==> src/rtl/pll_srch_pkg.sv <==
package pll_srch_pkg;

    localparam int FW = 8;

    typedef struct packed {
        logic [FW-1:0] m1_lo;
        logic [FW-1:0] m1_hi;
        logic [FW-1:0] m2_lo;
        logic [FW-1:0] m2_hi;
        logic [FW-1:0] m_lo;
        logic [FW-1:0] m_hi;
        logic [FW-1:0] np2_lo;
        logic [FW-1:0] np2_hi;
    } lim_t;

    typedef enum logic [1:0] {
        ST_IDLE = 2'd0,
        ST_EVAL = 2'd1,
        ST_DIV  = 2'd2
    } st_e;

    function automatic lim_t family_limits(input logic newer);
        lim_t l;
        if (newer) begin
            l.m1_lo = 8'd10;  l.m1_hi = 8'd20;
            l.m2_lo = 8'd5;   l.m2_hi = 8'd9;
            l.m_lo  = 8'd70;  l.m_hi  = 8'd120;
            l.np2_lo = 8'd3;  l.np2_hi = 8'd8;
        end else begin
            l.m1_lo = 8'd16;  l.m1_hi = 8'd24;
            l.m2_lo = 8'd7;   l.m2_hi = 8'd11;
            l.m_lo  = 8'd90;  l.m_hi  = 8'd130;
            l.np2_lo = 8'd4;  l.np2_hi = 8'd8;
        end
        return l;
    endfunction

endpackage

==> src/rtl/pll_srch_check.sv <==
module pll_srch_check
    import pll_srch_pkg::*;
#(
    parameter int unsigned REF_KHZ  = 96000,
    parameter int unsigned VCO_MIN  = 1400000,
    parameter int unsigned VCO_MAX  = 2800000,
    parameter int unsigned DOT_MIN  = 20000,
    parameter int unsigned DOT_MAX  = 400000,
    parameter int unsigned P1_LAST  = 8,
    parameter int unsigned PSUM_MIN = 5,
    parameter int unsigned PSUM_MAX = 80,
    parameter int          PW       = 4,
    parameter int          NUM_W    = 24,
    parameter int          DEN_W    = 10
) (
    input  lim_t              lim,
    input  logic [FW-1:0]     m1,
    input  logic [FW-1:0]     m2,
    input  logic [FW-1:0]     n,
    input  logic [PW-1:0]     p1,
    input  logic [PW-1:0]     p2,
    output logic              valid,
    output logic [NUM_W-1:0]  num,
    output logic [DEN_W-1:0]  den
);

    logic [31:0] m1w, m2w, p1w, p2w, mw, np2w, psum, numw, denw;

    always_comb begin
        m1w  = 32'(m1);
        m2w  = 32'(m2);
        p1w  = 32'(p1);
        p2w  = 32'(p2);
        mw   = 32'd5 * (m1w + 32'd2) + (m2w + 32'd2);
        np2w = 32'(n) + 32'd2;
        psum = p1w + p2w;
        numw = REF_KHZ * mw;
        denw = np2w * p1w * p2w;

        valid = (p1w >= 32'd1) && (p1w <= P1_LAST)
             && (psum >= PSUM_MIN) && (psum <= PSUM_MAX)
             && (m2w >= 32'(lim.m2_lo)) && (m2w <= 32'(lim.m2_hi))
             && (m1w >= 32'(lim.m1_lo)) && (m1w <= 32'(lim.m1_hi))
             && (m1w > m2w)
             && (mw >= 32'(lim.m_lo)) && (mw <= 32'(lim.m_hi))
             && (np2w >= 32'(lim.np2_lo)) && (np2w <= 32'(lim.np2_hi))
             // floor(num/np2) inside the oscillator window, without dividing
             && (numw >= VCO_MIN * np2w) && (numw < (VCO_MAX + 32'd1) * np2w)
             // floor(num/den) inside the output window, without dividing
             && (numw >= DOT_MIN * denw) && (numw < (DOT_MAX + 32'd1) * denw);

        num = numw[NUM_W-1:0];
        den = denw[DEN_W-1:0];
    end

endmodule

==> src/rtl/pll_srch_div.sv <==
module pll_srch_div #(
    parameter int NUM_W = 24,
    parameter int DEN_W = 10,
    parameter int QW    = 19
) (
    input  logic             clk,
    input  logic             rst_n,
    input  logic             start_i,
    input  logic [NUM_W-1:0] num_i,
    input  logic [DEN_W-1:0] den_i,
    output logic             done_o,
    output logic [QW-1:0]    quo_o
);

    localparam int CW = $clog2(QW + 1);

    typedef struct packed {
        logic             busy;
        logic             done;
        logic [CW-1:0]    cnt;
        logic [DEN_W-1:0] rem;
        logic [DEN_W-1:0] den;
        logic [QW-1:0]    sh;
    } div_t;

    div_t d_d, d_q;
    logic [DEN_W:0] cat;
    logic           ge;

    always_comb begin
        d_d      = d_q;
        d_d.done = 1'b0;
        cat      = {d_q.rem, d_q.sh[QW-1]};
        ge       = (cat >= {1'b0, d_q.den});
        if (start_i && !d_q.busy) begin
            // quotient fits QW bits, so the top bits alone are below den
            d_d.busy = 1'b1;
            d_d.cnt  = CW'(QW);
            d_d.rem  = DEN_W'(num_i[NUM_W-1:QW]);
            d_d.sh   = num_i[QW-1:0];
            d_d.den  = den_i;
        end else if (d_q.busy) begin
            d_d.rem = ge ? (cat[DEN_W-1:0] - d_q.den) : cat[DEN_W-1:0];
            d_d.sh  = {d_q.sh[QW-2:0], ge};
            d_d.cnt = d_q.cnt - CW'(1);
            if (d_q.cnt == CW'(1)) begin
                d_d.busy = 1'b0;
                d_d.done = 1'b1;
            end
        end
    end

    always_ff @(posedge clk or negedge rst_n) begin
        if (!rst_n) d_q <= '0;
        else        d_q <= d_d;
    end

    assign done_o = d_q.done;
    assign quo_o  = d_q.sh;

    AST_DIV_START_IDLE: assert property (@(posedge clk) disable iff (!rst_n)
        start_i |-> !d_q.busy);
    AST_DIV_DONE_PULSE: assert property (@(posedge clk) disable iff (!rst_n)
        d_q.done |=> !d_q.done);

endmodule

==> src/rtl/pll_srch_fmt.sv <==
module pll_srch_fmt
    import pll_srch_pkg::*;
#(
    parameter int PW      = 4,
    parameter int P1_LAST = 8
) (
    input  logic [FW-1:0]     m1,
    input  logic [FW-1:0]     m2,
    input  logic [FW-1:0]     n,
    input  logic [PW-1:0]     p1,
    output logic [3*FW-1:0]   word,
    output logic [P1_LAST-1:0] p1_sel
);

    assign word = {n, m1, m2};

    for (genvar g = 0; g < P1_LAST; g++) begin : g_sel
        assign p1_sel[g] = (p1 == PW'(g + 1));
    end

endmodule

==> src/rtl/pll_divisor_search.sv <==
module pll_divisor_search
    import pll_srch_pkg::*;
#(
    parameter int unsigned REF_KHZ       = 96000,
    parameter int unsigned VCO_MIN       = 1400000,
    parameter int unsigned VCO_MAX       = 2800000,
    parameter int unsigned DOT_MIN       = 20000,
    parameter int unsigned DOT_MAX       = 400000,
    parameter int unsigned P2_SWITCH_KHZ = 200000,
    parameter int unsigned P2_LOW        = 10,
    parameter int unsigned P2_HIGH       = 5,
    parameter int unsigned N_LAST        = 6,
    parameter int unsigned P1_LAST       = 8,
    parameter int unsigned M_CEIL        = 160,
    parameter int          TGT_W         = 20
) (
    input  logic               clk,
    input  logic               rst_n,
    input  logic               start_i,
    input  logic [TGT_W-1:0]   target_i,
    input  logic               newer_i,
    output logic               busy_o,
    output logic               done_o,
    output logic               found_o,
    output logic [7:0]         m1_o,
    output logic [7:0]         m2_o,
    output logic [7:0]         n_o,
    output logic [3:0]         p1_o,
    output logic [3:0]         p2_o,
    output logic [23:0]        div_word_o,
    output logic [7:0]         p1_sel_o
);

    localparam int unsigned PMAX  = (P1_LAST > P2_LOW) ? P1_LAST : P2_LOW;
    localparam int          PW    = $clog2(PMAX + 1);
    localparam int          QW    = $clog2(DOT_MAX + 1);
    localparam int          NUM_W = $clog2(REF_KHZ * M_CEIL);
    localparam int          DEN_W = $clog2((N_LAST + 2) * P1_LAST * P2_LOW + 1);

    typedef struct packed {
        st_e              st;
        logic             busy;
        logic             done;
        logic             newer;
        logic [TGT_W-1:0] tgt;
        logic [PW-1:0]    p2;
        logic [FW-1:0]    m1;
        logic [FW-1:0]    m2;
        logic [FW-1:0]    n;
        logic [PW-1:0]    p1;
        logic [TGT_W-1:0] best_err;
        logic [FW-1:0]    b_m1;
        logic [FW-1:0]    b_m2;
        logic [FW-1:0]    b_n;
        logic [PW-1:0]    b_p1;
        logic             r_found;
        logic [FW-1:0]    r_m1;
        logic [FW-1:0]    r_m2;
        logic [FW-1:0]    r_n;
        logic [PW-1:0]    r_p1;
        logic [PW-1:0]    r_p2;
    } srch_t;

    srch_t s_d, s_q;

    lim_t             lim_run, lim_in;
    logic             cand_ok, div_go, div_done, adv;
    logic [NUM_W-1:0] cand_num;
    logic [DEN_W-1:0] cand_den;
    logic [QW-1:0]    div_quo;
    logic [TGT_W-1:0] dot_t, err;

    assign lim_run = family_limits(s_q.newer);
    assign lim_in  = family_limits(newer_i);

    pll_srch_check #(
        .REF_KHZ (REF_KHZ), .VCO_MIN (VCO_MIN), .VCO_MAX (VCO_MAX),
        .DOT_MIN (DOT_MIN), .DOT_MAX (DOT_MAX), .P1_LAST (P1_LAST),
        .PSUM_MIN(5), .PSUM_MAX(80), .PW(PW), .NUM_W(NUM_W), .DEN_W(DEN_W)
    ) u_check (
        .lim  (lim_run),
        .m1   (s_q.m1),
        .m2   (s_q.m2),
        .n    (s_q.n),
        .p1   (s_q.p1),
        .p2   (s_q.p2),
        .valid(cand_ok),
        .num  (cand_num),
        .den  (cand_den)
    );

    pll_srch_div #(.NUM_W(NUM_W), .DEN_W(DEN_W), .QW(QW)) u_div (
        .clk    (clk),
        .rst_n  (rst_n),
        .start_i(div_go),
        .num_i  (cand_num),
        .den_i  (cand_den),
        .done_o (div_done),
        .quo_o  (div_quo)
    );

    always_comb begin
        dot_t = TGT_W'(div_quo);
        err   = (dot_t > s_q.tgt) ? (dot_t - s_q.tgt) : (s_q.tgt - dot_t);
    end

    always_comb begin
        s_d      = s_q;
        s_d.done = 1'b0;
        div_go   = 1'b0;
        adv      = 1'b0;
        case (s_q.st)
            ST_IDLE: begin
                if (start_i) begin
                    s_d.st       = ST_EVAL;
                    s_d.busy     = 1'b1;
                    s_d.newer    = newer_i;
                    s_d.tgt      = target_i;
                    s_d.p2       = (target_i < TGT_W'(P2_SWITCH_KHZ)) ? PW'(P2_LOW) : PW'(P2_HIGH);
                    s_d.m1       = lim_in.m1_lo;
                    s_d.m2       = lim_in.m2_lo;
                    s_d.n        = FW'(1);
                    s_d.p1       = PW'(1);
                    s_d.best_err = target_i;
                    s_d.b_m1     = '0;
                    s_d.b_m2     = '0;
                    s_d.b_n      = '0;
                    s_d.b_p1     = '0;
                end
            end
            ST_EVAL: begin
                if (cand_ok) begin
                    div_go = 1'b1;
                    s_d.st = ST_DIV;
                end else begin
                    adv = 1'b1;
                end
            end
            ST_DIV: begin
                if (div_done) begin
                    if (err < s_q.best_err) begin
                        s_d.best_err = err;
                        s_d.b_m1     = s_q.m1;
                        s_d.b_m2     = s_q.m2;
                        s_d.b_n      = s_q.n;
                        s_d.b_p1     = s_q.p1;
                    end
                    adv = 1'b1;
                end
            end
            default: s_d.st = ST_IDLE;
        endcase

        if (adv) begin
            s_d.st = ST_EVAL;
            if (s_q.p1 != PW'(P1_LAST)) begin
                s_d.p1 = s_q.p1 + PW'(1);
            end else begin
                s_d.p1 = PW'(1);
                if (s_q.n != FW'(N_LAST)) begin
                    s_d.n = s_q.n + FW'(1);
                end else begin
                    s_d.n = FW'(1);
                    if (s_q.m2 != lim_run.m2_hi - FW'(1)) begin
                        s_d.m2 = s_q.m2 + FW'(1);
                    end else begin
                        s_d.m2 = lim_run.m2_lo;
                        if (s_q.m1 != lim_run.m1_hi) begin
                            s_d.m1 = s_q.m1 + FW'(1);
                        end else begin
                            s_d.st      = ST_IDLE;
                            s_d.busy    = 1'b0;
                            s_d.done    = 1'b1;
                            s_d.r_found = (s_d.best_err != s_q.tgt);
                            s_d.r_m1    = s_d.b_m1;
                            s_d.r_m2    = s_d.b_m2;
                            s_d.r_n     = s_d.b_n;
                            s_d.r_p1    = s_d.b_p1;
                            s_d.r_p2    = s_q.p2;
                        end
                    end
                end
            end
        end
    end

    always_ff @(posedge clk or negedge rst_n) begin
        if (!rst_n) s_q <= '0;
        else        s_q <= s_d;
    end

    assign busy_o  = s_q.busy;
    assign done_o  = s_q.done;
    assign found_o = s_q.r_found;
    assign m1_o    = s_q.r_m1;
    assign m2_o    = s_q.r_m2;
    assign n_o     = s_q.r_n;
    assign p1_o    = s_q.r_p1;
    assign p2_o    = s_q.r_p2;

    pll_srch_fmt #(.PW(PW), .P1_LAST(P1_LAST)) u_fmt (
        .m1    (s_q.r_m1),
        .m2    (s_q.r_m2),
        .n     (s_q.r_n),
        .p1    (s_q.r_p1),
        .word  (div_word_o),
        .p1_sel(p1_sel_o)
    );

    AST_DOT_IN_WINDOW: assert property (@(posedge clk) disable iff (!rst_n)
        div_done |-> (div_quo >= QW'(DOT_MIN)) && (div_quo <= QW'(DOT_MAX)));
    AST_FOUND_ORDER: assert property (@(posedge clk) disable iff (!rst_n)
        s_q.r_found |-> (s_q.r_m1 > s_q.r_m2));
    AST_FOUND_ONEHOT: assert property (@(posedge clk) disable iff (!rst_n)
        s_q.r_found |-> ($countones(p1_sel_o) == 1));
    AST_DONE_PULSE: assert property (@(posedge clk) disable iff (!rst_n)
        s_q.done |=> !s_q.done);
    AST_BUSY_START_IGNORED: assert property (@(posedge clk) disable iff (!rst_n)
        (s_q.busy && start_i) |=> $stable(s_q.tgt));
    AST_RESULT_HOLDS: assert property (@(posedge clk) disable iff (!rst_n)
        !s_q.done |-> $stable({s_q.r_found, s_q.r_m1, s_q.r_m2, s_q.r_n, s_q.r_p1, s_q.r_p2}));

endmodule

==> config.mk <==
export PLATFORM = sky130hd
export DESIGN_NAME = pll_divisor_search
export DESIGN_NICKNAME = d
export VERILOG_FILES = /design/src/rtl/pll_srch_pkg.sv /design/src/rtl/pll_srch_check.sv /design/src/rtl/pll_srch_div.sv /design/src/rtl/pll_srch_fmt.sv /design/src/rtl/pll_divisor_search.sv
export SDC_FILE = /design/constraint.sdc
export NUM_CORES = 1
export LEC_CHECK = 0
export ABC_AREA = 1
export BUFFER_PORTS_ARGS = -buffer_cell sky130_fd_sc_hd__clkbuf_2
export CAP_MARGIN = 10
export CORE_MARGIN = 10
export CORE_UTILIZATION = 55
export CTS_CLUSTER_DIAMETER = 150
export DETAILED_ROUTE_END_ITERATION = 10
export GPL_TIMING_DRIVEN = 0
export PLACE_DENSITY_LB_ADDON = 0.25
export REMOVE_ABC_BUFFERS = 1
export SLEW_MARGIN = 15
export SYNTH_ARGS = -nofsm -noshare
export SYNTH_HDL_FRONTEND = slang
export SYNTH_SLANG_ARGS = --single-unit
==> constraint.sdc <==
create_clock -name clk -period 10.9 [get_ports clk]
set_clock_uncertainty 0.05 [all_clocks]
set_input_delay 2.725 -clock clk [delete_from_list [all_inputs] [get_ports clk]]
set_output_delay 2.725 -clock clk [all_outputs]
set_load 0.05 [all_outputs]
---- Word-level counts from Yosys, hierarchy flattened ----
Index checks and enable logic that the tools add are counted.
operators by class
  equal/unequal tests ..................... 19
  $add $sub $neg .......................... 14
  muxes and demuxes ....................... 39
  $mul .................................... 8
  $lt $le $gt $ge ......................... 21
  reductions and logical operators ........ 26
  bitwise logic cells ..................... 4
operators with widths
  cell                    number
  $mux 61                 2
  $mux 48                 2
  $pmux 48 s2             1
  $mux 76                 1
  $ge 32x32->1            2
  $ge 32x8->1             2
  $le 32x8->1             2
  $lt 32x32->1            2
  $mul 32x4->32           2
  $mux 28                 2
  $mux 19                 2
  $add 32x32->32          1
  $ge 32x3->1 const B     1
  $le 32x7->1 const B     1
  $mul 10x32->27 const A  1
  $mul 15x32->26 const A  1
  $mul 19x32->32 const A  1
  $mul 22x32->32 const A  1
  $mul 3x32->32 const A   1
  $mul 9x32->24 const A   1
  $mux 8                  4
  $add 8x2->9 const B     3
  $add 8x1->8 const B     3
  $mux 24                 1
  49 further kinds        91
word-level totals
  output and inout port bits .............. 67
  input bits .............................. 24
  flip-flop bits (word level) ............. 184

---- Logic depth before layout (Yosys ltp) ----
  word-level depth ........................ 21
  depth in mapped cells ................... 66
  depth with buffers taken out ............ 64

---- Modules after synthesis ----
From an unflattened synthesis, not the netlist that was laid out.
second synthesis, totals
  cell total of the unflattened synthesis .. 4570
  area, all modules ....................... 33394.5 sq um
modules (own cells, without submodules)
  module              times used  cells an instance  area an instance (sq um)  seq. area each (sq um)
  pll_srch_check      1           2620               19981.7                   0.0
  pll_divisor_search  1           1543               10309.9                   3353.2
  pll_srch_div        1           364                2846.5                    1151.1
  pll_srch_fmt        1           43                 256.5                     0.0

---- Least setup slack after synthesis ----
Ideal clock, no wire load.
  path type ............................... register to register
  start ................................... register s_q[86] (netlist bit)
  end ..................................... register s_q[136] (netlist bit)
  slack ................................... -0.963 ns
  arrival ................................. 11.696 ns
  library setup time ...................... 0.117 ns
  required time ........................... 10.733 ns
  stages on the path, launching flop included .. 62
  path through ............................ dfrtp_1 buf_2 inv_1 ha_1 inv_1 nand2_1 fa_1 fa_1 inv_1 ha_1 a21oi_1 nand2_1 a21oi_1 o21ai_0 nand2_1 nand2_1 a21oi_1 nor2_1 [... 26 more ...] o21bai_1 a21oi_1 o21ai_0 xnor2_1 ha_1 nand2_1 inv_1 o21ai_0 nand3_1 nor2_1 nand3_1 nand2_2 nand2_4 nand2_2 buf_6 nand2_1 nand3_1 nand2_1
between the ends
  cells in the longest elaborated chain, start to end .. 12
  elaborated cells on any way between the ends .. 29
ends and longest elaborated chain
  item                                                                    line                       text
  start, declared                                                         pll_divisor_search.sv:64   srch_t s_d, s_q;
  start signal, assigned                                                  pll_divisor_search.sv:188  if (!rst_n) s_q <= '0;
  start signal, assigned                                                  pll_divisor_search.sv:189  else s_q <= s_d;
  parallel branches: the longest is 12 deep, another holds $mul 32x4->32  --
Parallel ways; which one is timed is not known.
A chain may end at the register's enable or synchronous reset.

---- Worst setup path in the final report ----
  start ................................... register s_q[86] (netlist bit)
  end ..................................... register u_div.d_q[21] (netlist bit)
between the ends
  cells in the longest elaborated chain, start to end .. 11
  elaborated cells on any way between the ends .. 22
ends and longest elaborated chain
  item                                                                    line                  text
  $add 8x2->9 *                                                           pll_srch_check.sv:35  np2w = 32'(n) + 32'd2;
  parallel branches: the longest is 10 deep, another holds $mul 32x4->32  --
  end signal, assigned                                                    pll_srch_div.sv:54    if (!rst_n) d_q <= '0;
  end signal, assigned                                                    pll_srch_div.sv:55    else d_q <= d_d;
  end, declared                                                           pll_srch_div.sv:26    div_t d_d, d_q;
Every way passes the cells marked *.

==> results.toml <==
[critical_path]
reg2reg_from = "s_q[86]"
critPathKind = "flip-flop to flip-flop"
cp.required_ns = 11.25
path_common_cell = "inv_1"
slowest_delay_ns = 0.54
end_kind = "flip-flop"
r2r_setup_slack_ns = -1.16
r2r_cells = 57
crit_path_max_fanout = 8
critPathSlowestCell = "fa_1"
cp.arrival_ns = 12.41
reg2reg_to = "u_div.d_q[21]"
worstSetupStartpointType = "flip-flop"

[floorplan]
io_pins = 91
initial_core_util = 0.553
core_um2 = 58700
die-height_um = 263
rows = 89
die_width_um = 263
die_area_um2 = 69200

[global_routing]
grt-ovfl-total = 0
grt_pass1_wl_um = 151000
antenna_found_initial = 2
grt_pass1_vias = 29015
grt_usage = 0.266
grt_max_degree = 93

[route]
first_iter_violations = 2155
ant_nets = 0
avgRoutedWirePerCell_um = 18.3
vias_per_cell = 5.60
drc = 0
vias = 29695
drtPass1Iterations = 6
wirelength_um = 96900

[synth]
synthDistinctLibCells = 59
synth-edff-count = 0
async_flop_share = 1.00
mappedNetlistArea_um2 = 32500
ys_seq_area_frac = 0.139
synth_top_cell_area_share = 0.235
synthTopCellsByArea = "ha_1 23%, fa_1 15%, dfrtp_1 14%, nand2_1 10%, inv_1 10%"
syn_area_per_cell_um2 = 7.43
synth_seq_cells = 180
synth_ff_type = "dfrtp_1"
synth_top_area_cell = "ha_1"
synthCells = 4371
yosysWarnings = 0

[clocking]
cts_buffer_depth = 2
cts-buffers-inserted = 17
root_buffer = "clkbuf_16"
cts_max_level = 4
cts_tree = "done"
cts.sinks = 180
clkTransAtPathRegs_ns = 0.09
worstSkewPairLatency_ns = 0.47

[sta]
post-route-min-period_ns = 12.06
final.setup.worst_slack_ns = -1.16
maxSlewViolCount = 0
finalSetupViolCount = 108
rsz0062_at_grt = "true"
max_slew.worst_pin.slew_ns = 1.18
final_hold_viol_count = 0
max-slew-margin-rel = 0.209
finalCritPeriodShare = 1.11
fmax_ghz = 0.0829

[placement]
pre_cts_slack_ns = -4.05
hpwl_um = 67700
dp.cells = 5110
gp_congestion = 0.957
port_buffers = 90

[final_layout]
num_antenna_cells = 0
final_layout_size_suffix_gt1_frac = 0.161
final_nets = 5386
mostFrequentLayoutCells = "822 x inv_1, 813 x nand2_1, 553 x ha_1, 239 x fa_1, 215 x nor2_1"
fin_cells = 5298
layout_commonest_cell = "inv_1"
syn_to_final_growth_pct = 16.4

[min_path]
min_to = "u_div.d_q[40]"
hp-start = "u_div.d_q[40]"
hold_class = "flip-flop to flip-flop"
hold_depth = 2

[outcome]
violations = "setup timing"
outcome = "finished with violations"

[job]
maxCapViolations = 0
## metal layers
metal | track usage | routed length, um | up-vias
li1 | - | - | 14169
met1 | 0.340 | 40800 | 14184
met2 | 0.448 | 45600 | 1043
met3 | 0.0334 | 5760 | 295
met4 | 0.109 | 4720 | 4
met5 | 0 | 19 | -
## critical path, delay by kind of cell (launching register included)
kind / cells / cell delay, ns
buf+inv: 19 / 2.16
simple gates: 12 / 1.72
xor+xnor: 3 / 0.54
fa+ha+maj: 14 / 5.48
flops: 1 / 0.52
compound gates: 9 / 1.49
## synth_stat cells (19+ instances only)
cell type,number
o21ai_1,79
nand4_1,45
clkbuf_1,44
o21ai_0,230
inv_1,866
buf_4,64
fa_1,241
nand3_1,177
nor2_1,244
nand2_1,882
xor2_1,134
xnor2_1,40
o21bai_1,23
a21oi_1,234
nor3_1,40
dfrtp_1,180
ha_1,609
inv_2,41
buf_2,19
## what timing repair did
action | in CTS | in global routing
buffers inserted | 100 | 41
resized for setup | 291 | 227
pin swaps | 142 | 103
setup endpoints to repair | 108 | 108
gates cloned | 15 | 2
hold buffers | 0 | 0
## final cells by class
cell class,count,area [um^2]
well taps,773,967
flip-flops and latches,180,4510
clock inverters,15,188
clock buffers,17,425
repair inverters,2,32.5
inverters,908,3500
multi-input cells,3157,26100
fillers,4866,20900
repair buffers,246,2110
## flip-flops by register name, indices dropped and copies added (netlist names), 2 cells and up
name	count
m1_o	8
p2_o	2
m2_o	8
n_o	8
p1_o	4
u_div.quo_o	19
u_div.cat	10
s_q	101
u_div.d_q	16
## through the flow
| stage | TNS [ns] | util | hold WS [ns] | area, um^2 |
|---|---|---|---|---|
| 3_3_place_gp | -402.16 | 0.564 | 0.419 | 33100 |
| 5_1_grt | -149.98 | 0.644 | 0.480 | 37800 |
| 6_report | -114.93 | 0.644 | 0.452 | 37800 |
| 4_1_cts | -66.88 | 0.619 | 0.449 | 36300 |
| 2_1_floorplan | -131.22 | - | 0.413 | 31700 |
| 3_5_place_dp | -377.41 | 0.569 | 0.431 | 33400 |
## worst max-delay path by stage
stage | from | endpoint | slack, ns | cells past startpoint
global placement | s_q[86] | u_div.cat[2] | -4.75 | 53
global route | s_q[86] | u_div.d_q[19] | -1.48 | 55
CTS | s_q[86] | s_q[88] | -0.71 | 62
finish | s_q[86] | u_div.d_q[21] | -1.16 | 57
detailed placement | s_q[86] | u_div.cat[4] | -4.05 | 57
floorplan | s_q[86] | u_div.d_q[42] | -1.85 | 57
## logic make-up (layout without fill, tap and decap cells)
logic type      count (synthesis)  count (layout)  share of synthesized area
buf+inv                      1044            1188                      0.130
xor+xnor                      174             174                     0.0469
flops                         180             180                      0.139
compound gates                675             675                      0.114
fa+ha+maj                     850             850                      0.383
simple gates                 1448            1458                      0.187
Power is not shown: default switching activity piles up to over one toggle a cycle in this logic, so the estimate is an artifact.
